$ cat src/rtl/seqbus_pkg.sv
package seqbus_pkg;

  typedef enum logic [3:0] {
    ST_IDLE, ST_S0, ST_S1, ST_S2, ST_S3, ST_S4,
    ST_S5, ST_S6, ST_S7, ST_W1, ST_W2
  } bus_st_e;

  typedef struct packed {
    logic aoe;
    logic as_n;
    logic rw_n;
    logic doe;
    logic ds_n;
  } drv_t;

  // Pin levels for one half-clock state.
  function automatic drv_t drive_of(bus_st_e s, logic wr);
    drv_t d;
    logic as_lo, wr_win, wr_stb;
    as_lo  = (s inside {ST_S2, ST_S3, ST_S4, ST_W1, ST_W2, ST_S5, ST_S6});
    wr_win = wr && (s inside {ST_S3, ST_S4, ST_W1, ST_W2, ST_S5, ST_S6, ST_S7});
    wr_stb = (s inside {ST_S4, ST_W1, ST_W2, ST_S5, ST_S6});
    d.aoe  = (s != ST_IDLE) && (s != ST_S0);
    d.as_n = !as_lo;
    d.rw_n = !wr_win;
    d.doe  = wr_win;
    d.ds_n = wr ? !wr_stb : !as_lo;
    return d;
  endfunction

endpackage

$ cat src/rtl/seqbus_fsm.sv
module seqbus_fsm
  import seqbus_pkg::*;
#(
  parameter int CW = 8
) (
  input  logic    clk,
  input  logic    rst,
  input  logic    start,
  input  logic    ack_n,
  input  logic    err_n,
  output bus_st_e st_q,
  output bus_st_e st_d,
  output logic    bclk,
  output logic    fin,
  output logic    fin_err
);

  localparam logic [CW-1:0] CNT_MAX = '1;

  logic          err_q;
  logic [CW-1:0] cnt;

  always_comb begin
    st_d = st_q;
    unique case (st_q)
      ST_IDLE: if (start) st_d = ST_S0;
      ST_S0:   st_d = ST_S1;
      ST_S1:   st_d = ST_S2;
      ST_S2:   st_d = ST_S3;
      ST_S3:   st_d = ST_S4;
      ST_S4, ST_W2: begin
        if (!ack_n)      st_d = ST_S5;
        else if (!err_n) st_d = ST_S7;
        else             st_d = ST_W1;
      end
      ST_W1:   st_d = ST_W2;
      ST_S5:   st_d = ST_S6;
      ST_S6:   st_d = ST_S7;
      ST_S7:   st_d = ST_IDLE;
      default: st_d = ST_IDLE;
    endcase
  end

  always_ff @(posedge clk) begin
    if (rst) begin
      st_q    <= ST_IDLE;
      bclk    <= 1'b0;
      err_q   <= 1'b0;
      fin     <= 1'b0;
      fin_err <= 1'b0;
      cnt     <= '0;
    end else begin
      st_q    <= st_d;
      bclk    <= ~bclk;
      fin     <= (st_q == ST_S7);
      fin_err <= (st_q == ST_S7) && err_q;
      if (start)
        err_q <= 1'b0;
      else if ((st_q == ST_S4 || st_q == ST_W2) && ack_n && !err_n)
        err_q <= 1'b1;
      if (st_d == ST_S0)
        cnt <= '0;
      else if (cnt != CNT_MAX)
        cnt <= cnt + 1'b1;
    end
  end

  // a cycle ended by acknowledge spends at least S0..S6 before S7
  p_min_len_r2: assert property (@(posedge clk) disable iff (rst)
    (st_q == ST_S7 && !err_q) |-> (cnt >= 7));

  // waits come in pairs, so S5 always lands an odd tick after S0
  p_whole_wait_r7: assert property (@(posedge clk) disable iff (rst)
    (st_q == ST_S5 && cnt != CNT_MAX) |-> cnt[0]);

  // even states sit in the high half of the bus clock
  p_clk_phase_r12: assert property (@(posedge clk) disable iff (rst)
    (st_q inside {ST_S0, ST_S2, ST_S4, ST_W2, ST_S6}) |-> bclk);

  // bus error path leaves the strobe window directly
  p_err_exit_r11: assert property (@(posedge clk) disable iff (rst)
    ((st_q == ST_S4 || st_q == ST_W2) && ack_n && !err_n) |=> (st_q == ST_S7));

endmodule

$ cat src/rtl/seqbus_drive.sv
module seqbus_drive
  import seqbus_pkg::*;
(
  input  logic       clk,
  input  logic       rst,
  input  bus_st_e    st_d,
  input  logic       wr,
  input  logic [1:0] lanes,
  output logic       aoe,
  output logic       as_n,
  output logic       rw_n,
  output logic       doe,
  output logic       ustb_n,
  output logic       lstb_n
);

  drv_t nxt;

  always_comb nxt = drive_of(st_d, wr);

  always_ff @(posedge clk) begin
    if (rst) begin
      aoe    <= 1'b0;
      as_n   <= 1'b1;
      rw_n   <= 1'b1;
      doe    <= 1'b0;
      ustb_n <= 1'b1;
      lstb_n <= 1'b1;
    end else begin
      aoe    <= nxt.aoe;
      as_n   <= nxt.as_n;
      rw_n   <= nxt.rw_n;
      doe    <= nxt.doe;
      ustb_n <= nxt.ds_n | ~lanes[1];
      lstb_n <= nxt.ds_n | ~lanes[0];
    end
  end

  // strobe only falls after the address has been valid for a tick
  p_as_after_addr_r4: assert property (@(posedge clk) disable iff (rst)
    $fell(as_n) |-> (aoe && $past(aoe)));

  // read lane strobes never active without the address strobe
  p_rd_stb_r5: assert property (@(posedge clk) disable iff (rst)
    (rw_n && (!ustb_n || !lstb_n)) |-> !as_n);

  // write strobes only once data has been driven for a tick
  p_wr_stb_r6: assert property (@(posedge clk) disable iff (rst)
    (!rw_n && (!ustb_n || !lstb_n)) |-> (doe && $past(doe)));

  // a cleared lane bit keeps its strobe high
  p_lane_mask_r9: assert property (@(posedge clk) disable iff (rst)
    (!ustb_n |-> lanes[1]) and (!lstb_n |-> lanes[0]));

endmodule

$ cat src/rtl/seqbus_master.sv
module seqbus_master
  import seqbus_pkg::*;
#(
  parameter int AW = 23,
  parameter int DW = 16,
  parameter int CW = 8
) (
  input  logic          clk,
  input  logic          rst,
  input  logic          req_valid,
  output logic          req_ready,
  input  logic          req_write,
  input  logic [AW-1:0] req_addr,
  input  logic [1:0]    req_lanes,
  input  logic [DW-1:0] req_wdata,
  output logic          done,
  output logic          done_err,
  output logic [DW-1:0] rdata,
  output logic          bus_clk,
  output logic [AW-1:0] bus_addr,
  output logic          bus_addr_oe,
  output logic          bus_as_n,
  output logic          bus_rw_n,
  output logic          bus_ustb_n,
  output logic          bus_lstb_n,
  output logic [DW-1:0] bus_dout,
  output logic          bus_dout_oe,
  input  logic [DW-1:0] bus_din,
  input  logic          bus_ack_n,
  input  logic          bus_err_n
);

  localparam int HB = DW / 2;

  bus_st_e       st_q, st_d;
  logic          start;
  logic          wr_q;
  logic [1:0]    lanes_q;
  logic [AW-1:0] addr_q;
  logic [DW-1:0] wdata_q;
  logic [DW-1:0] rdata_q;

  assign req_ready = (st_q == ST_IDLE) && !bus_clk;
  assign start     = req_valid && req_ready;

  seqbus_fsm #(.CW(CW)) u_fsm (
    .clk     (clk),
    .rst     (rst),
    .start   (start),
    .ack_n   (bus_ack_n),
    .err_n   (bus_err_n),
    .st_q    (st_q),
    .st_d    (st_d),
    .bclk    (bus_clk),
    .fin     (done),
    .fin_err (done_err)
  );

  seqbus_drive u_drive (
    .clk    (clk),
    .rst    (rst),
    .st_d   (st_d),
    .wr     (wr_q),
    .lanes  (lanes_q),
    .aoe    (bus_addr_oe),
    .as_n   (bus_as_n),
    .rw_n   (bus_rw_n),
    .doe    (bus_dout_oe),
    .ustb_n (bus_ustb_n),
    .lstb_n (bus_lstb_n)
  );

  always_ff @(posedge clk) begin
    if (rst) begin
      wr_q    <= 1'b0;
      lanes_q <= 2'b00;
      addr_q  <= '0;
      wdata_q <= '0;
      rdata_q <= '0;
    end else begin
      if (start) begin
        wr_q    <= req_write;
        lanes_q <= req_lanes;
        addr_q  <= req_addr;
        wdata_q <= (req_lanes == 2'b01) ? {2{req_wdata[HB-1:0]}} : req_wdata;
      end
      if (st_q == ST_S6 && !wr_q)
        rdata_q <= bus_din;
    end
  end

  assign bus_addr = addr_q;
  assign bus_dout = wdata_q;
  assign rdata    = rdata_q;

  // lower-byte-only write shows the same byte on both halves
  p_lo_dup_r10: assert property (@(posedge clk) disable iff (rst)
    (bus_dout_oe && !bus_lstb_n && bus_ustb_n) |-> (bus_dout[DW-1:HB] == bus_dout[HB-1:0]));

  // idle bus shows read level and no strobe
  p_idle_quiet_r1: assert property (@(posedge clk) disable iff (rst)
    req_ready |-> (bus_rw_n && bus_as_n && bus_ustb_n && bus_lstb_n && !bus_addr_oe));

  // address held steady while it is enabled
  p_addr_hold_r3: assert property (@(posedge clk) disable iff (rst)
    (bus_addr_oe && $past(bus_addr_oe)) |-> $stable(bus_addr));

  // done is a single-tick pulse
  p_done_pulse_r2: assert property (@(posedge clk) disable iff (rst)
    done |=> !done);

endmodule

$ cat config.mk
export PLATFORM = sky130hd
export DESIGN_NAME = seqbus_master
export DESIGN_NICKNAME = d
export VERILOG_FILES = /design/src/rtl/seqbus_pkg.sv /design/src/rtl/seqbus_fsm.sv /design/src/rtl/seqbus_drive.sv /design/src/rtl/seqbus_master.sv
export SDC_FILE = /design/constraint.sdc
export NUM_CORES = 1
export LEC_CHECK = 0
export ABC_AREA = 0
export CAP_MARGIN = 20
export CORE_MARGIN = 5
export CORE_UTILIZATION = 45
export CTS_CLUSTER_DIAMETER = 120
export DETAILED_ROUTE_END_ITERATION = 8
export DONT_BUFFER_PORTS = 1
export PLACE_DENSITY = 0.7
export SYNTH_ARGS = -nofsm -noshare
export SYNTH_HDL_FRONTEND = slang
export SYNTH_SLANG_ARGS = --single-unit
$ cat constraint.sdc
create_clock -name clk -period 1.5 [get_ports clk]
set_input_delay 0.3 -clock clk [delete_from_list [all_inputs] [get_ports clk]]
set_output_delay 0.3 -clock clk [all_outputs]
set_load 0.01 [all_outputs]
Yosys cells after proc, flatten, opt, wreduce, memory -nomap -nowiden
Cells that the tools add are included.
W data, S select, Z words.
{"block": "word_totals", "word_cells": 69, "output_inout_bits": 65, "regBits": 72, "input_bits": 63}
{"block": "classes", "bitwise": 5, "n_eq_ne": 20, "n_reduce_logical": 22, "n_mux": 6}
{"cell": "$pmux W4 S9", "count": 1}
{"cell": "$eq A4 B3 Y1 const B", "count": 8}
{"cell": "$eq A4 B4 Y1 const B", "count": 6}
{"cell": "$mux W16", "count": 1}
{"cell": "$reduce_bool A7 Y1", "count": 2}
{"cell": "$eq A4 B2 Y1 const B", "count": 3}
{"cell": "$logic_and A1 B1 Y1", "count": 8}
{"cell": "$mux W4", "count": 2}
{"cell": "$logic_not A1 Y1", "count": 6}
{"cell": "$reduce_bool A5 Y1", "count": 1}
{"cell": "$eq A4 B1 Y1 const B", "count": 1}
{"cell": "$logic_not A4 Y1", "count": 1}
{"cell": "$ne A4 B1 Y1 const B", "count": 1}
{"cell": "$reduce_bool A4 Y1", "count": 1}
{"cell": "$reduce_or A2 Y1", "count": 2}
{"cell": "$not A1 Y1", "count": 3}
{"cell": "$eq A2 B1 Y1 const B", "count": 1}
{"cell": "$mux W1", "count": 2}
{"cell": "$or A1 B1 Y1", "count": 2}
{"cell": "$logic_or A1 B1 Y1", "count": 1}

Depth between registers and ports, before layout
{"block": "logic_depth", "depth_word": 10, "depth_mapped": 6, "depth_no_buf": 4}

By module
From an unflattened synthesis, not the netlist that was laid out.
{"block": "hier_totals", "hier_cells": 326, "hier_area_um2": 3369.5}
{"mod": "seqbus_master", "n_inst": 1, "cells_per_inst": 250, "area_per_inst_um2": 2647.5, "seq_area_each_um2": 1161.1}
{"mod": "seqbus_fsm", "n_inst": 1, "cells_per_inst": 48, "area_per_inst_um2": 441.7, "seq_area_each_um2": 160.2}
{"mod": "seqbus_drive", "n_inst": 1, "cells_per_inst": 28, "area_per_inst_um2": 280.3, "seq_area_each_um2": 120.1}

Worst setup path after synthesis
No wires, ideal clock.
{"block": "synth_timing", "path_kind": "reg2reg", "startpoint": "register u_fsm.st_q[0]", "endpoint": "register addr_q[18] (netlist: bus_addr[18])", "t_arrival_ns": 1.447, "synth_period_minus_slack_ns": 1.579, "n_path_buf": 2, "setup_slack_ns": -0.079, "path_stages_with_launch": 7, "setup_time_ns": 0.132, "t_required_ns": 1.368, "path_cell_list": "dfxtp_1 > or4_4 > nand2b_1 > clkbuf_1 > buf_2 > nand2_1 > a21oi_1"}
{"block": "synth_via", "elab_chain_len": 3}
{"element": "start: declaration", "line": "seqbus_fsm.sv:11", "source": "output bus_st_e st_q,"}
{"element": "start signal: assignment", "line": "seqbus_fsm.sv:53", "source": "st_q <= st_d;"}
{"element": "$logic_not A4 Y1", "line": "seqbus_master.sv:43", "source": "assign req_ready = (st_q == ST_IDLE) && !bus_clk;"}
{"element": "$logic_and A1 B1 Y1", "line": "seqbus_master.sv:43"}
{"element": "$logic_and A1 B1 Y1", "line": "seqbus_master.sv:44", "source": "assign start = req_valid && req_ready;"}
{"element": "end signal: assignment", "line": "seqbus_master.sv:84", "source": "addr_q <= req_addr;"}
{"element": "end: declaration", "line": "seqbus_master.sv:39", "source": "logic [AW-1:0] addr_q;"}
No other way between the ends.
A chain may end at the register's enable or synchronous reset.

Worst setup path in the final report
{"block": "layout_timing", "startpoint": "register u_fsm.st_q[1]", "endpoint": "output req_ready"}
{"block": "layout_via", "elab_chain_len": 2}
{"element": "$logic_not A4 Y1", "line": "seqbus_master.sv:43"}
{"element": "$logic_and A1 B1 Y1", "line": "seqbus_master.sv:43"}
{"element": "end: declaration", "line": "seqbus_master.sv:11", "source": "output logic req_ready,"}
No other way between the ends.

==> impl_metrics.ini <==
[synth]
ys_seq_area_frac = 0.5141
synth_fp_nets = 401
syn_area_per_cell_um2 = 8.296
yosys_warnings = 0
ys.flop_type = dfxtp_1
synth_top_area_cell = dfxtp_1
synth_cell_types = 34
ys_top_cells_by_count = 101 x nand2_1, 72 x dfxtp_1, 57 x a21oi_1
synth-seq-cells = 72
synth.most_common_cell = nand2_1
synthCells = 338
async_flop_share = 0
synth_top_area_frac = 0.5141
syn-cell-area_um2 = 2804
synth_edf_count = 0
synthTopCellsByArea = dfxtp_1 51%, nand2_1 14%, a21oi_1 10%

[routing]
wl_per_cell_um = 17.64
viasPerCell = 5.521
num_vias = 2341
dr.pass1.iters = 5
first_iter_violations = 66
drc_errors = 0
postRouteAntennaNets = 0
drt-total-wl_um = 7479

[clocking]
cts_tree = yes
numClockSinks = 72
cts_hold_buf = 0
cts_root_buf = clkbuf_8
cts_buffer_depth = 2
path_clk_slew_ns = 0.08
cts_buffers = 9
htree_levels = 3
insertion_delay_ns = 0.33

[power]
power_leakage_nw = 1.273
power_frac_comb = 0.141
power_frac_seq = 0.462
switchingPower_mw = 1.156
power_frac_clock = 0.397
p_total_mw = 4.643
power.density_nw_per_um2 = 1323
swShare = 0.2490
irDropWorstVdd_v = 0.0006143
p_int_mw = 3.487

[grt]
grt_pass1_wl_um = 11020
grt_max_degree = 71
grt_pass1_vias = 2290
grt-ovfl-total = 0
grt_usage = 0.1788
antenna_found_initial = 0

[sta]
period_minus_slack_ns = 1.667
period_share = 1.111
slew_headroom = 0.6168
finalHoldViolCount = 0
setup_viol = 44
worst_slack_ns = -0.1666
slew_viol_final = 0
rsz0062_at_grt = yes
skew_ns = 0.008578
fmax_mhz = 600.0
hold_slack_ns = 0.02887
worstMarginPinSlew_ns = 0.5748

[place]
dp_hpwl_um = 4675
port_buffers = 0
gp_congestion = 0.8016
dp_slack_ns = -0.1196

[worst_hold_path]
holdPathEnd = rdata[4]
hp-start = rst
hp-class = input port to flop
min_path_cells = 1

[final_layout]
diodes = 0
drive_above_1_share = 0.2665
fin_util = 0.5860
nets = 408
syn_to_final_growth_pct = 25.21

[setup_path]
critPathSlowestCell = or4_4
r2r_slack_ns = -0.16
critPathKind = flop to output pin
cp_num_buf_inv = 0
r2r_end = bus_addr[0]
cp-start-kind = flop
cp_max_fo = 3
max_stage_delay_ns = 0.58
r2r_cells = 7
r2r-start = u_fsm.st_q[1]
required_ns = 1.20
cp-end-kind = output pin
critPathTopFamily = simple AND/OR/NAND/NOR gates
crit_arrival_ns = 1.37
crit_chain = or4_4 -> nor2_4

[status]
outcome = finished, violations left
violations = negative setup slack

[floorplan]
num_io_pins = 128
fp.dieH_um = 88.94
dieArea_um2 = 7909
fp.dieW_um = 88.94
coreArea_um2 = 5991
start_util = 0.4680
fp-row-count = 28

[flow_run]
maxCapViolCount = 0
==> worst max path at each step <==
stage | start | to | slack, ns | cells past startpoint
after global routing | u_fsm.st_q[1] | req_ready | -0.21 | 2
after floorplan | u_fsm.st_q[3] | bus_dout[10] | -0.02 | 6
after detailed placement | u_fsm.st_q[3] | bus_dout[8] | -0.12 | 5
after global placement | u_fsm.st_q[3] | bus_dout[8] | -0.04 | 5
after CTS | u_fsm.st_q[3] | req_ready | -0.18 | 2
final | u_fsm.st_q[1] | req_ready | -0.17 | 2
==> sequential cells by signal (all words and copies together) (netlist names) <==
signal and count:
u_drive.lstb_n 1, bus_addr 23, u_drive.rw_n 1, u_fsm.err_q 1, u_fsm.fin 1, u_fsm.st_q 4
lanes_q 2, u_drive.aoe 1, u_fsm.bclk 1, wr_q 1, rdata 16, bus_dout 16
u_drive.as_n 1, u_drive.ustb_n 1, u_drive.doe 1, u_fsm.fin_err 1
==> repair_timing <==
action	CTS	global route
cloned	4	2
endpoints found under the setup margin	56	61
hold endpoints to repair	0	0
buffers inserted	3	2
gates resized for setup	21	39
pin swaps	9	22
==> power groups by stage <==
stage	sequential, mW	combinational (mW)	clock (mW)
after floorplan	2.17	0.407	0
after global placement	2.19	0.420	0
after detailed placement	2.19	0.436	0
after CTS	2.15	0.601	1.87
after global routing	2.16	0.708	1.99
final	2.15	0.653	1.84
==> stage by stage <==
step | TNS, ns | std cells | cell area [µm²]
detailed placement | -1.779 | 399 | 2890
global route | -6.750 | 424 | 3511
global placement | -0.7177 | 399 | 2890
floorplan | -0.4185 | 338 | 2843
CTS | -4.399 | 421 | 3362
finish | -4.372 | 424 | 3511
==> cell type report <==
class | count | area, µm²
Tap cell | 75 | 93.84
Clock buffer | 10 | 137.6
Clock inverter | 5 | 105.1
Sequential cell | 72 | 1449
Multi-Input combinational cell | 237 | 1398
Inverter | 3 | 11.26
Timing Repair Buffer | 22 | 316.6
Fill cell | 536 | 2480
==> logic make-up after synthesis <==
kind of cell | after synthesis | synth area share
compound gates | 81 | 0.1772
buf+inv | 29 | 0.05131
mux | 8 | 0.02856
simple gates | 148 | 0.2289
flops | 72 | 0.5141
==> metal layers <==
metal,GRT usage,wire length (µm),vias to the layer above
met3,0.07465,885,9
met1,0.1969,2858,1081
met2,0.3036,3649,108
met5,0,0,-
met4,0.07578,85,0
li1,-,-,1143
==> cells in the final DEF (no fill, tap or decap), drive strengths merged <==
| cell type | synthesis | final |
|---|---|---|
| a2bb2oi | 1 | 1 |
| nor2b | 6 | 6 |
| o22a | 1 | 1 |
| or3b | 2 | 2 |
| nor2 | 15 | 15 |
| nor4 | 1 | 1 |
| buf | 11 | 21 |
| a31oi | 2 | 2 |
| bufinv | 0 | 3 |
| inv | 3 | 3 |
| o21ai | 2 | 2 |
| nor3 | 5 | 5 |
| or4 | 2 | 2 |
| mux2i | 8 | 8 |
| a22oi | 1 | 1 |
| nor3b | 3 | 3 |
| clkbuf | 15 | 11 |
| a21o | 1 | 1 |
| a32o | 2 | 2 |
| o22ai | 3 | 3 |
| clkinvlp | 0 | 2 |
| nand2 | 101 | 101 |
| nand2b | 8 | 8 |
| a21oi | 57 | 57 |
| a211oi | 8 | 8 |
| dfxtp | 72 | 72 |
| o21bai | 1 | 1 |
| or3 | 2 | 2 |
| and2 | 1 | 1 |
| o211ai | 2 | 2 |
| nand3 | 2 | 2 |
No activity file was read; power rests on OpenSTA's default activity.
